--- src/rtl/irqc_pkg.sv ---
package irqc_pkg;

    localparam int OFF_ENABLE = 'h00;
    localparam int OFF_STATUS = 'h04;
    localparam int OFF_SMODE  = 'h08;
    localparam int OFF_SPOL   = 'h0C;
    localparam int OFF_OMODE  = 'h10;
    localparam int OFF_OPOL   = 'h14;
    localparam int OFF_FORCE  = 'h18;

    typedef enum logic [1:0] {
        ST_QUIET = 2'd0,
        ST_FIRE  = 2'd1,
        ST_HELD  = 2'd2
    } out_state_t;

endpackage

--- src/rtl/irqc_sync.sv ---
module irqc_sync #(
    parameter int WIDTH = 32
) (
    input  logic             clk,
    input  logic             rst_n,
    input  logic [WIDTH-1:0] d_i,
    output logic [WIDTH-1:0] q_o
);
    logic [WIDTH-1:0] meta_q;
    logic [WIDTH-1:0] stab_q;

    always_ff @(posedge clk or negedge rst_n) begin
        if (!rst_n) begin
            meta_q <= '0;
            stab_q <= '0;
        end else begin
            meta_q <= d_i;
            stab_q <= meta_q;
        end
    end

    assign q_o = stab_q;
endmodule

--- src/rtl/irqc_detect.sv ---
module irqc_detect #(
    parameter int WIDTH = 32
) (
    input  logic             clk,
    input  logic             rst_n,
    input  logic [WIDTH-1:0] sync_i,
    input  logic [WIDTH-1:0] pol_i,
    output logic [WIDTH-1:0] active_o,
    output logic [WIDTH-1:0] edge_o
);
    logic [WIDTH-1:0] prev_q;

    always_ff @(posedge clk or negedge rst_n) begin
        if (!rst_n) prev_q <= '0;
        else        prev_q <= sync_i;
    end

    for (genvar g = 0; g < WIDTH; g++) begin : g_line
        logic now_act;
        logic was_act;
        assign now_act     = ~(sync_i[g] ^ pol_i[g]);
        assign was_act     = ~(prev_q[g] ^ pol_i[g]);
        assign active_o[g] = now_act;
        assign edge_o[g]   = now_act & ~was_act;
    end
endmodule

--- src/rtl/irqc_outgen.sv ---
module irqc_outgen
    import irqc_pkg::*;
(
    input  logic clk,
    input  logic rst_n,
    input  logic any_i,
    input  logic omode_i,
    input  logic opol_i,
    output logic irq_o
);
    out_state_t state_q;
    out_state_t state_d;
    logic       active;

    always_comb begin
        state_d = state_q;
        unique case (state_q)
            ST_QUIET: if (any_i)  state_d = ST_FIRE;
            ST_FIRE:  state_d = any_i ? ST_HELD : ST_QUIET;
            ST_HELD:  if (!any_i) state_d = ST_QUIET;
            default:  state_d = ST_QUIET;
        endcase
    end

    always_ff @(posedge clk or negedge rst_n) begin
        if (!rst_n) state_q <= ST_QUIET;
        else        state_q <= state_d;
    end

    always_comb begin
        active = (state_q == ST_FIRE) || ((state_q == ST_HELD) && !omode_i);
        irq_o  = active ? opol_i : ~opol_i;
    end

    // nothing pending and enabled means inactive on the next cycle
    a_r7_quiet_when_idle: assert property (@(posedge clk) disable iff (!rst_n)
        !any_i |=> !active);

    // in pulse mode an active cycle is never followed by another
    a_r10_single_pulse: assert property (@(posedge clk) disable iff (!rst_n)
        (omode_i && active) |=> (!active || !omode_i));
endmodule

--- src/rtl/irqc_top.sv ---
module irqc_top
    import irqc_pkg::*;
#(
    parameter int N_SRC  = 32,
    parameter int ADDR_W = 5,
    parameter int DATA_W = 32
) (
    input  logic              clk,
    input  logic              rst_n,
    input  logic [N_SRC-1:0]  src_i,
    input  logic [ADDR_W-1:0] bus_addr,
    input  logic              bus_we,
    input  logic [DATA_W-1:0] bus_wdata,
    output logic [DATA_W-1:0] bus_rdata,
    output logic              irq_o
);
    localparam logic [ADDR_W-1:0] A_EN  = ADDR_W'(OFF_ENABLE);
    localparam logic [ADDR_W-1:0] A_ST  = ADDR_W'(OFF_STATUS);
    localparam logic [ADDR_W-1:0] A_SM  = ADDR_W'(OFF_SMODE);
    localparam logic [ADDR_W-1:0] A_SP  = ADDR_W'(OFF_SPOL);
    localparam logic [ADDR_W-1:0] A_OM  = ADDR_W'(OFF_OMODE);
    localparam logic [ADDR_W-1:0] A_OP  = ADDR_W'(OFF_OPOL);
    localparam logic [ADDR_W-1:0] A_FRC = ADDR_W'(OFF_FORCE);

    logic [N_SRC-1:0] enable_q, smode_q, spol_q, sticky_q;
    logic             omode_q, opol_q;
    logic [N_SRC-1:0] sync_v, act_v, edge_v;
    logic [N_SRC-1:0] ack_v, frc_v, set_v, status_v;
    logic             any_pend;

    irqc_sync #(.WIDTH(N_SRC)) u_sync (
        .clk(clk), .rst_n(rst_n), .d_i(src_i), .q_o(sync_v)
    );

    irqc_detect #(.WIDTH(N_SRC)) u_det (
        .clk(clk), .rst_n(rst_n), .sync_i(sync_v), .pol_i(spol_q),
        .active_o(act_v), .edge_o(edge_v)
    );

    assign ack_v = (bus_we && bus_addr == A_ST)  ? bus_wdata[N_SRC-1:0] : '0;
    assign frc_v = (bus_we && bus_addr == A_FRC) ? bus_wdata[N_SRC-1:0] : '0;
    assign set_v = (edge_v & smode_q) | frc_v;

    always_ff @(posedge clk or negedge rst_n) begin
        if (!rst_n) begin
            enable_q <= '0;
            smode_q  <= '0;
            spol_q   <= '0;
            omode_q  <= 1'b0;
            opol_q   <= 1'b0;
            sticky_q <= '0;
        end else begin
            sticky_q <= (sticky_q & ~ack_v) | set_v;
            if (bus_we) begin
                case (bus_addr)
                    A_EN:    enable_q <= bus_wdata[N_SRC-1:0];
                    A_SM:    smode_q  <= bus_wdata[N_SRC-1:0];
                    A_SP:    spol_q   <= bus_wdata[N_SRC-1:0];
                    A_OM:    omode_q  <= bus_wdata[0];
                    A_OP:    opol_q   <= bus_wdata[0];
                    default: ;
                endcase
            end
        end
    end

    assign status_v = sticky_q | (~smode_q & act_v);
    assign any_pend = |(status_v & enable_q);

    always_comb begin
        case (bus_addr)
            A_EN:    bus_rdata = DATA_W'(enable_q);
            A_ST:    bus_rdata = DATA_W'(status_v);
            A_SM:    bus_rdata = DATA_W'(smode_q);
            A_SP:    bus_rdata = DATA_W'(spol_q);
            A_OM:    bus_rdata = DATA_W'(omode_q);
            A_OP:    bus_rdata = DATA_W'(opol_q);
            default: bus_rdata = '0;
        endcase
    end

    irqc_outgen u_out (
        .clk(clk), .rst_n(rst_n), .any_i(any_pend),
        .omode_i(omode_q), .opol_i(opol_q), .irq_o(irq_o)
    );

    // acknowledged bits without a simultaneous set are gone next cycle
    a_r6_ack_clears: assert property (@(posedge clk) disable iff (!rst_n)
        1'b1 |=> ((sticky_q & $past(ack_v) & ~$past(set_v)) == '0));

    // forced bits are held next cycle
    a_r8_force_sets: assert property (@(posedge clk) disable iff (!rst_n)
        (|frc_v) |=> ((sticky_q & $past(frc_v)) == $past(frc_v)));

    // a detected edge on an edge-mode line is latched
    a_r2_edge_latched: assert property (@(posedge clk) disable iff (!rst_n)
        (|(edge_v & smode_q)) |=>
        ((sticky_q & $past(edge_v & smode_q)) == $past(edge_v & smode_q)));

    // force register always reads zero
    always_comb begin
        if (rst_n && bus_addr == A_FRC)
            a_r8_force_reads_zero: assert (bus_rdata == '0);
    end
endmodule

--- config.mk ---
export PLATFORM = sky130hd
export DESIGN_NAME = irqc_top
export DESIGN_NICKNAME = d
export VERILOG_FILES = /design/src/rtl/irqc_pkg.sv /design/src/rtl/irqc_sync.sv /design/src/rtl/irqc_detect.sv /design/src/rtl/irqc_outgen.sv /design/src/rtl/irqc_top.sv
export SDC_FILE = /design/constraint.sdc
export NUM_CORES = 1
export LEC_CHECK = 0
export BUFFER_PORTS_ARGS = -buffer_cell sky130_fd_sc_hd__buf_2
export CORE_ASPECT_RATIO = 0.7
export CORE_MARGIN = 5
export CORE_UTILIZATION = 58
export DETAILED_ROUTE_END_ITERATION = 8
export GPL_TIMING_DRIVEN = 0
export PLACE_DENSITY = 0.79
export SLEW_MARGIN = 20
export SYNTH_ARGS = -nofsm -noshare
export SYNTH_HDL_FRONTEND = slang
export SYNTH_SLANG_ARGS = --single-unit
--- constraint.sdc ---
create_clock -name clk -period 1.65 [get_ports clk]
set_input_delay 0.2475 -clock clk [delete_from_list [all_inputs] [get_ports clk]]
set_output_delay 0.2475 -clock clk [all_outputs]
set_load 0.02 [all_outputs]
=== After elaboration in Yosys (flattened, before gate mapping) ===
Index checks and enable logic that the tools add are counted.

* Output and inout port bits: 33
* Logic and storage cells: 180
* Memory bits (writable): 0
* Register bits after elaboration: 228
* Input bits: 72
* Memory bits (read-only): 0
* Memories: 0
* Bits in latches: 0

* Shifts and indexed selects: 0
* Order comparisons: 0
* Div/mod/pow operators: 0
* $add $sub $neg: 0
* Eq/ne operators: 10
* Multipliers: 0
* Multiplexer cells: 8
* Reductions and logical operators: 14
* Bitwise logic cells: 138

{| class="wikitable"
|+ Operators by type and width
! cell !! count
|-
| $pmux 32 s6 || 1
|-
| $and 32x32->32 || 4
|-
| $or 32x32->32 || 3
|-
| $mux 32 || 2
|-
| $not 32->32 || 2
|-
| $xor 1x1->1 || 64
|-
| $not 1->1 || 33
|-
| $and 1x1->1 || 32
|-
| $reduce_or 32->1 || 1
|-
| $eq 5x5->1 const B || 3
|-
| $reduce_and 2->1 || 6
|-
| $eq 5x4->1 const B || 2
|-
| $mux 2 || 3
|-
| $pmux 2 s3 || 1
|-
| $eq 5x3->1 const B || 1
|-
| $logic_not 5->1 || 1
|-
| $logic_and 1x1->1 || 3
|-
| $eq 2x1->1 const B || 1
|-
| $eq 2x2->1 const B || 1
|-
| $logic_not 2->1 || 1
|-
| $ne 2x1->1 const B || 1
|-
| $ne 2x2->1 const B || 1
|-
| $logic_not 1->1 || 1
|-
| $logic_or 1x1->1 || 1
|-
| $mux 1 || 1
|}

=== Depth between registers and ports, before layout ===
Gate-level depths: netlist of the first run.

* Depth after elaboration: 8
* Depth in mapped cells: 6
* Gate-level depth less buffers: 5

=== Cells and area by module ===
Synthesis of the first run repeated with hierarchy kept, for this count alone.

* Cell total of the unflattened synthesis: 808
* Area total of the unflattened synthesis: 10080.9 sq um

{| class="wikitable"
|+ By module, submodules not included
! module !! cells each !! area each (sq um) !! seq. area each (sq um) !! times used
|-
| irqc_top || 544 || 6342.3 || 3253.1 || 1
|-
| irqc_detect || 192 || 2042.0 || 800.8 || 1
|-
| irqc_sync || 64 || 1601.5 || 1601.5 || 1
|-
| irqc_outgen || 8 || 95.1 || 50.0 || 1
|}

=== Least setup slack after synthesis of the first run ===
No wires, ideal clock.

* Kind: input port to output port
* Start: input port bus_addr[3]
* End: output port bus_rdata[2]
* Stages on the path: 5
* Data arrival time: 1.416 ns
* Slack: -0.014 ns
* Buffers on the path: 1
* Cell sequence: or3_4 nor3b_4 clkbuf_1 o21ai_0 nand2_1

* Cells in the longest elaborated chain, start to end: 2

{| class="wikitable"
|+ Ends and longest elaborated chain
! what !! RTL line !! text
|-
| from (decl) || irqc_top.sv:11 || <nowiki>input logic [ADDR_W-1:0] bus_addr,</nowiki>
|-
| $eq 5x5->1, or another cell as far along || irqc_top.sv:71 || <nowiki>case (bus_addr)</nowiki>
|-
| $pmux 32 s6 (*) || irqc_top.sv:71 ||
|-
| to (decl) || irqc_top.sv:14 || <nowiki>output logic [DATA_W-1:0] bus_rdata,</nowiki>
|}

Every way passes the cells marked *; elsewhere a longest branch is shown, timed or not.

=== Worst setup path after layout of the first run ===
* Start: input port bus_addr[1]
* End: output port bus_rdata[1]

The elaborated chain is that of the path after synthesis.

==> results of run 1 <==
==> stage by stage <==
stage	total power [mW]	hold WS, ns	worst slack [ns]	cell area [µm²]	instances
2_1_floorplan	8.782	-0.04809	-0.009551	9568	754
3_3_place_gp	9.638	0.3312	-3.531	10360	1081
3_5_place_dp	9.770	0.2472	-0.8291	10430	1083
4_1_cts	15.33	0.01108	-0.2624	12680	1220
5_1_grt	16.66	0.04211	-0.4299	13220	1236
6_report	16.11	0.04255	-0.3773	13220	1236
==> layout by cell type, fill, tap and decap left out, types with 11 or more instances in the layout <==
cell	instances
nand2_1	73
buf_4	69
nor2_1	36
or2_4	15
dlygate4sd3_1	33
clkbuf_16	31
mux2_2	83
mux2i_1	16
o21ai_0	21
buf_2	76
a222oi_1	31
a221o_1	32
dfrtp_1	217
buf_6	48
a21boi_2	22
mux2_1	15
dfrtp_2	11
o21ai_2	17
xor2_1	12
==> worst max-delay path: stages <==
cell and delay (ns):
buf_6 0.09, or3_4 0.43, nor3b_4 0.24, buf_6 0.20, clkbuf_16 0.19, o21ai_1 0.08, nand2_1 0.14, buf_6 0.14
==> cell usage after synthesis, types with 10 or more instances <==
cell and instances:
o21ai_0 49, mux2i_1 16, a222oi_1 31, a21boi_1 29, clkbuf_1 15, nand2_1 85
dfrtp_1 228, a221oi_1 12, a221o_1 32, a22o_1 10, mux2_1 15, a21oi_1 16
xor2_1 18, mux2_2 83, nor2_1 37, or2_2 15
==> routing by layer <==
layer	part of all wire, %	vias up	track usage (%)	routed length [µm]
li1	-	3322	-	-
met1	39	3980	41.79	11840
met2	46	576	44.12	14210
met3	11	90	7.609	3495
met4	3.4	2	9.639	1039
met5	0.042	-	0	13
==> kinds of logic after synthesis <==
kind of cell,share of synthesized area [%]
flip-flops,59.66
multiplexers,13.21
AND/OR/NAND/NOR,8.112
AO/OA/AOI/OAI,15.58
buffers and inverters,1.688
XOR/XNOR,1.740
==> repair_timing <==
item                       in CTS  in global routing
buffers inserted               67                 15
pin swaps                      65                 43
gates resized for setup       201                101
hold endpoints to repair      102                  0
cloned                          4                  3
hold buffers                   33                  0
setup endpoints to repair      51                 64
==> how the worst max path moves through the flow <==
| stage | cells past startpoint | endpoint | from | slack [ns] |
|---|---|---|---|---|
| 3_5_place_dp | 8 | bus_rdata[29] | bus_addr[1] | -0.83 |
| 4_1_cts | 4 | bus_rdata[31] | spol_q[31] | -0.26 |
| 2_1_floorplan | 6 | sticky_q[14] | bus_addr[3] | -0.01 |
| 3_3_place_gp | 1 | u_sync.meta_q[25] | rst_n | -3.53 |
| 6_report | 8 | bus_rdata[1] | bus_addr[1] | -0.38 |
| 5_1_grt | 4 | bus_rdata[1] | spol_q[1] | -0.43 |
==> sequential cells by signal, indices dropped and copies added (netlist names) <==
signal,cells
omode_q,1
enable_q,32
opol_q,1
smode_q,32
u_det.prev_q,32
u_sync.meta_q,32
u_out.state_q,2
spol_q,32
sticky_q,32
u_sync.q_o,32
==> final cells by class <==
cell class | instances | area (µm²)
sequential | 228 | 5719
multi-input combinational | 492 | 4274
fill | 839 | 3034
timing repair buffer | 225 | 1936
clock buffer | 31 | 633.1
buffer | 28 | 317.8
tap | 225 | 281.5
clock inverter | 2 | 35.03
inverter | 5 | 18.77
==> where the power goes <==
| group | switching [mW] | internal [mW] |
|---|---|---|
| Clock | 2.06 | 2.79 |
| Sequential | 1.17 | 6.47 |
| Combinational | 1.63 | 2.00 |
==> run metrics, run 1 <==
share of layout cells above drive strength 1 45.40%; Yosys reg bits 228; number of global-route vias before repair 7829; Final Cycle Share 122.9%; final core occ 81.33%; WL/cell 24.75 µm; Ys Warns 0; Overflow after GRT 0; P per Cell Area 1219 nW/µm²; setup slack after layout -0.3773 ns; CTS clk-pin slew, worst paths 0.07 ns; Data arrival, critical path 1.78 ns; achievable frequency 493.3 MHz; Worst-Margin Slew 0.7028 ns; CP Capture Type output pin; Post-Syn Area 9563 µm²; final weighted congestion in routability-driven placement 0.9095; die height 117.4 µm; EDFF count, synth 0; P_leak 5.975 nW; # H-tree levels 1; 1st-iter DRT viols 1095; CTS buffer count 21; R2R Setup Slk -0.32 ns; Max transition margin 53.15%; maximum VDD drop 0.8251 mV; Net Count, Synth 826; DR DRC count 0; Worst Hold Class primary input to flip-flop; Period minus WS final 2.027 ns; status finished, violations left; hold_sp bus_wdata[26]; CTS tree yes; Max Root-Sink Buffers 3; # diodes 0; post-route ant nets 0; library cells used by synthesis 43; area leader, netlist dfrtp_1; Max-Cap Viols 0; Total Wirelength 30.60 mm; Post-Synthesis Cells 754; Port Buffers 102; unrepaired setup endpoints after global routing true; Critical Path Source Type primary input; worst-path maximum fanout 6; Via Count 7970; Syn Area/Cell 12.68 µm²; Synth async-reset ratio 100.0%; clock latency reported for the late side of the worst-skew pair 0.50 ns; global-route usage over all layers 29.25%; initial antenna violation count 1; FF-to-FF End u_out.state_q[0]; Primary FF master, synth dfrtp_1; initial core utilization 58.85%; R2R cell count 5; Final setup viols 67; Clock Skew 0.01234 ns; Fin. Hold Viols 0; first-pass GRT wire length 44.09 mm; core area 16250 µm²; largest net degree at the start of global routing 93; Initial DRT Pass Iterations 7; Reg2Reg Launch Point sticky_q[7]; failing checks setup timing; Synth top area share 59.66%; clock sink count 228; Layout Area Growth over Synthesis 38.19%; Vias per Instance 6.448; Worst Hold Path EP enable_q[26]; max-slew violation count 0; hpwl dp 16.69 mm; layout net count 1073; die width 163.5 µm; Synth area leaders dfrtp_1 (60%), mux2_2 (9.8%), a221o_1 (3.3%), nand2_1 (3.3%), a222oi_1 (3.2%); sequential fraction of the synthesis area 59.66%; CTS root buf clkbuf_16; CP required 1.40 ns; CP Class primary input to output pin; num rows 39; die area 19200 µm²; Ports 105; hold path cells 2; Sum Neg Setup Slack -12.54 ns
Power figures use the tool's default switching activity.
==> inputs of run 2 (changes only) <==
--- a/config.mk
+++ b/config.mk
@@ -6,12 +6,14 @@
 export NUM_CORES = 1
 export LEC_CHECK = 0
 export BUFFER_PORTS_ARGS = -buffer_cell sky130_fd_sc_hd__buf_2
+export CELL_PAD_IN_SITES_DETAIL_PLACEMENT = 0
+export CELL_PAD_IN_SITES_GLOBAL_PLACEMENT = 1
 export CORE_ASPECT_RATIO = 0.7
 export CORE_MARGIN = 5
-export CORE_UTILIZATION = 58
+export CORE_UTILIZATION = 48
 export DETAILED_ROUTE_END_ITERATION = 8
 export GPL_TIMING_DRIVEN = 0
-export PLACE_DENSITY = 0.79
+export PLACE_DENSITY_LB_ADDON = 0.1
 export SLEW_MARGIN = 20
 export SYNTH_ARGS = -nofsm -noshare
 export SYNTH_HDL_FRONTEND = slang
==> run 2 against run 1 <==
  * The flow still finishes with violations (setup timing)
  * Cell count is 3.5% higher
  * Largest cell class unchanged
  * Clock power is 4% higher
  * Sequential share of layout area is 0.15 points higher
  * Flip-flop and latch count stayed put
  * Power is 0.33% lower
==> run metrics, run 2 (synthesis results as in run 1) <==
global-route usage over all layers 24.50%; most frequent cells in the layout dfrtp_1 (206), mux2_2 (83), nand2_1 (73); # H-tree levels 1; die width 178.7 µm; unrepaired setup endpoints after global routing true; DR DRC count 0; worst-path maximum fanout 2; CP Class flip-flop to output pin; layout filler cell count 1479; final core occ 67.05%; Total Wirelength 28.69 mm; layout net count 1065; status finished, violations left; num rows 43; Fin. Hold Viols 0; Max Root-Sink Buffers 3; R2R Setup Slk -0.15 ns; failing checks setup timing; Worst-Margin Slew 0.8081 ns; 1st-iter DRT viols 827; hpwl dp 18.55 mm; share of layout cells above drive strength 1 45.09%; Worst Hold Path EP spol_q[29]; initial core utilization 48.56%; placed cells 1128; Ports 105; CTS clk-pin slew, worst paths 0.06 ns; Period minus WS final 1.982 ns; initial antenna violation count 0; CTS buffer count 23; die height 128.1 µm; CP required 1.40 ns; CTS tree yes; hold path cells 2; final weighted congestion in routability-driven placement 0.8633; Sum Neg Setup Slack -8.460 ns; largest net degree at the start of global routing 101; Reg2Reg Launch Point spol_q[8]; Design Power 16.06 mW; CTS root buf clkbuf_16; Final Cycle Share 120.1%; Reg area 5733 µm²; Final setup viols 35; Cell Count, Final, Fillers Out 1279; post-route ant nets 0; maximum VDD drop 0.8297 mV; hold_sp bus_wdata[29]; P_leak 5.906 nW; first-pass GRT wire length 43.18 mm; setup slack after layout -0.3324 ns; Clock Skew 0.01118 ns; R2R cell count 6; most common cell after layout, fill and taps aside dfrtp_1; clock latency reported for the late side of the worst-skew pair 0.52 ns; Max transition margin 46.13%; CP Capture Type output pin; Data arrival, critical path 1.73 ns; Port Buffers 102; achievable frequency 504.4 MHz; max-slew violation count 0; Vias per Instance 5.880; Max-Cap Viols 0; Via Count 7521; Overflow after GRT 0; die area 22890 µm²; P per Cell Area 1216 nW/µm²; WL/cell 22.43 µm; Critical Path Source Type flip-flop; core area 19690 µm²; Layout Area Growth over Synthesis 38.06%; number of global-route vias before repair 7525; clock sink count 228; FF-to-FF End u_out.state_q[0]; Initial DRT Pass Iterations 6; Worst Hold Class primary input to flip-flop; # diodes 0; area of the multi-input gates 4280 µm²
## run 2: cell type report
cell class	count	share of cell area [%]
Buffer	29	2.492
Sequential cell	228	43.42
Timing Repair Buffer	214	13.46
Inverter	5	0.1422
Tap cell	270	2.559
Clock inverter	9	0.5117
Clock buffer	32	4.994
Multi-Input combinational cell	492	32.42
## run 2: where the power goes
part | switching, mW | total (mW) | internal, mW
sequential | 1.13 | 7.60 | 6.48
clock | 2.21 | 5.03 | 2.81
combinational | 1.50 | 3.43 | 1.93
## run 2: through the flow
stage / hold WS [ns] / setup WS (ns) / area [µm²]
after floorplan: -0.04809 / -0.009551 / 9568
after global placement: 0.3312 / -3.444 / 10420
after detailed placement: 0.1654 / -0.9862 / 10480
after CTS: 0.002871 / -0.3372 / 12420
after global routing: 0.02475 / -0.3858 / 13200
final: 0.01703 / -0.3324 / 13200
## run 2: what timing repair did
item,CTS,global route
gates resized for setup,144,155
pin swaps,25,64
setup buffers,41,32
hold endpoints to repair,76,0
setup endpoints to repair,68,93
hold buffers,34,0
gates cloned,0,3
## run 2: routing by layer
metal / up-vias / part of all wire, % / GRT usage [%]
li1: 3302 / - / -
met1: 3845 / 45 / 36.09
met2: 315 / 45 / 36.87
met3: 59 / 7.6 / 5.248
met4: 0 / 2.4 / 7.082
met5: - / 0 / 0
## run 2: worst max-delay path: stages (launching register included)
cell and delay (ns):
dfrtp_1 0.42, or2_4 0.25, a21oi_2 0.14, o21ai_1 0.07, o211ai_1 0.14, buf_4 0.20
## run 2: how the worst max path moves through the flow
stage	from	end	slack [ns]	cells past startpoint
2_1_floorplan	bus_addr[3]	sticky_q[14]	-0.01	6
3_3_place_gp	rst_n	u_det.prev_q[11]	-3.44	1
3_5_place_dp	bus_addr[1]	bus_rdata[26]	-0.99	8
4_1_cts	u_sync.q_o[0]	bus_rdata[0]	-0.34	5
5_1_grt	spol_q[6]	bus_rdata[6]	-0.39	4
6_report	u_sync.q_o[0]	bus_rdata[0]	-0.33	5
==> inputs of run 3 (changes only) <==
--- a/config.mk
+++ b/config.mk
@@ -14,6 +14,7 @@
 export DETAILED_ROUTE_END_ITERATION = 8
 export GPL_TIMING_DRIVEN = 0
 export PLACE_DENSITY_LB_ADDON = 0.1
+export SKIP_CTS_REPAIR_TIMING = 1
 export SLEW_MARGIN = 20
 export SYNTH_ARGS = -nofsm -noshare
 export SYNTH_HDL_FRONTEND = slang
==> run 3 against run 2 <==
  * The flow still finishes with violations (setup timing)
  * Power is 2.5% lower
  * Cell count is 3.1% lower
  * Via count is 2.5% lower
  * Non-clock buffer count is 40 lower
  * Hold slack better by 0.0031 ns
  * Worst setup slack worse by 0.023 ns
  * Clock power hardly changed
  * Design area is 3.8% lower
  * Count of clock-buffer cells in the layout stayed put
  * Global-route usage is 1.0 points lower
  * Die area stayed put
==> run metrics, run 3 (synthesis results as in run 1) <==
R2R Setup Slk -0.08 ns; Port Buffers 102; largest net degree at the start of global routing 101; Initial DRT Pass Iterations 8; die height 128.1 µm; Data arrival, critical path 1.76 ns; clock sink count 228; CTS tree yes; CTS clk-pin slew, worst paths 0.06 ns; P_leak 5.684 nW; # H-tree levels 1; most common cell after layout, fill and taps aside dfrtp_1; final weighted congestion in routability-driven placement 0.8633; post-route ant nets 0; CTS root buf clkbuf_16; # diodes 0; initial antenna violation count 1; num rows 43; crit-path cells or2_4 -> a21oi_2 -> o21ai_1 -> o211ai_1 -> buf_4; Vias per Instance 5.920; maximum VDD drop 0.8281 mV; global route hottest layer met1; Reg2Reg Launch Point u_sync.q_o[19]; CP Class flip-flop to output pin; hold_sp bus_wdata[19]; P per Cell Area 1232 nW/µm²; Overflow after GRT 0; Max transition margin 54.13%; Final Cycle Share 121.5%; CP Capture Type output pin; layout net count 1025; Design Area, Final 12710 µm²; max-slew violation count 0; 1st-iter DRT viols 954; core area 19690 µm²; Worst Hold Path EP enable_q[19]; die width 178.7 µm; Max-Cap Viols 0; status finished, violations left; most frequent cells in the layout dfrtp_1 (213), nand2_1 (83), mux2_2 (83); area of the multi-input gates 4160 µm²; M1 GR Usage 35.58%; Max Root-Sink Buffers 3; Worst-Margin Slew 0.6880 ns; initial core utilization 48.56%; Ports 105; DR DRC count 0; Crit path largest cell delay 0.41 ns; global-route usage over all layers 23.48%; Reg area 5724 µm²; first-pass GRT wire length 41.29 mm; Total Wirelength 27.89 mm; CP required 1.40 ns; Clock Skew 0.01254 ns; worst-path maximum fanout 4; share of layout cells above drive strength 1 39.83%; Period minus WS final 2.005 ns; unrepaired setup endpoints after global routing true; placed cells 1128; Cell Count, Final, Fillers Out 1239; Fin. Hold Viols 0; CTS buffer count 23; Final setup viols 43; setup slack after layout -0.3554 ns; number of global-route vias before repair 7039; M3 GR Usage 4.688%; Slowest cell on crit path dfrtp_1; die area 22890 µm²; CP startpoint spol_q[0]; Area after DPL 10480 µm²; met2 Track Usage GR 34.78%; Via Count 7335; hpwl dp 18.55 mm; WL/cell 22.51 µm; clock latency reported for the late side of the worst-skew pair 0.52 ns; achievable frequency 498.6 MHz; hold path cells 2; failing checks setup timing; R2R cell count 5; FF-to-FF End u_out.state_q[0]; layout filler cell count 1535; Critical Path Source Type flip-flop; Worst Hold Class primary input to flip-flop; Layout Area Growth over Synthesis 32.87%
-- run 3: final cells by class --
class | count | share of cell area, %
clock inverter | 9 | 0.5318
tap | 270 | 2.659
inverter | 5 | 0.1477
timing repair buffer | 174 | 11.35
sequential | 228 | 45.05
multi-input combinational | 492 | 32.74
buffer | 29 | 2.324
clock buffer | 32 | 5.190
-- run 3: where the power goes --
group	total, mW	leakage (nW)	switching (mW)	internal [mW]
Clock	5.00	0.352	2.19	2.81
Combinational	3.07	2.64	1.36	1.71
Sequential	7.58	2.69	1.11	6.47
-- run 3: stage by stage --
step	TNS (ns)	total power, mW	hold WS [ns]	util (%)	worst slack [ns]
after floorplan	-0.2942	8.782	-0.04809	-	-0.009551
after global placement	-864.57	9.695	0.3312	52.90	-3.444
after detailed placement	-86.45	9.849	0.1654	53.23	-0.9862
after CTS	-28.96	14.88	-0.3799	56.92	-1.002
after global routing	-10.81	16.33	0.02465	64.53	-0.4279
final	-8.844	15.65	0.02015	64.53	-0.3554
-- run 3: how the worst max path moves through the flow --
stage	end	slack [ns]
after floorplan	sticky_q[14]	-0.01
after detailed placement	bus_rdata[26]	-0.99
after CTS	bus_rdata[28]	-1.00
after global routing	bus_rdata[0]	-0.43
final	bus_rdata[0]	-0.36
after global placement	u_det.prev_q[11]	-3.44
-- run 3: critical path: cells and delay by family, from the launching register on --
kind,cells,cell delay (ns)
simple gates,1,0.27
buf+inv,1,0.20
flops,1,0.41
compound gates,3,0.38
-- run 3: metal layers --
metal  vias up  routed length (µm)
met4         2                 601
li1       3231                   -
met1      3701               12420
met5         -                  13
met3        48                2513
met2       353               12340
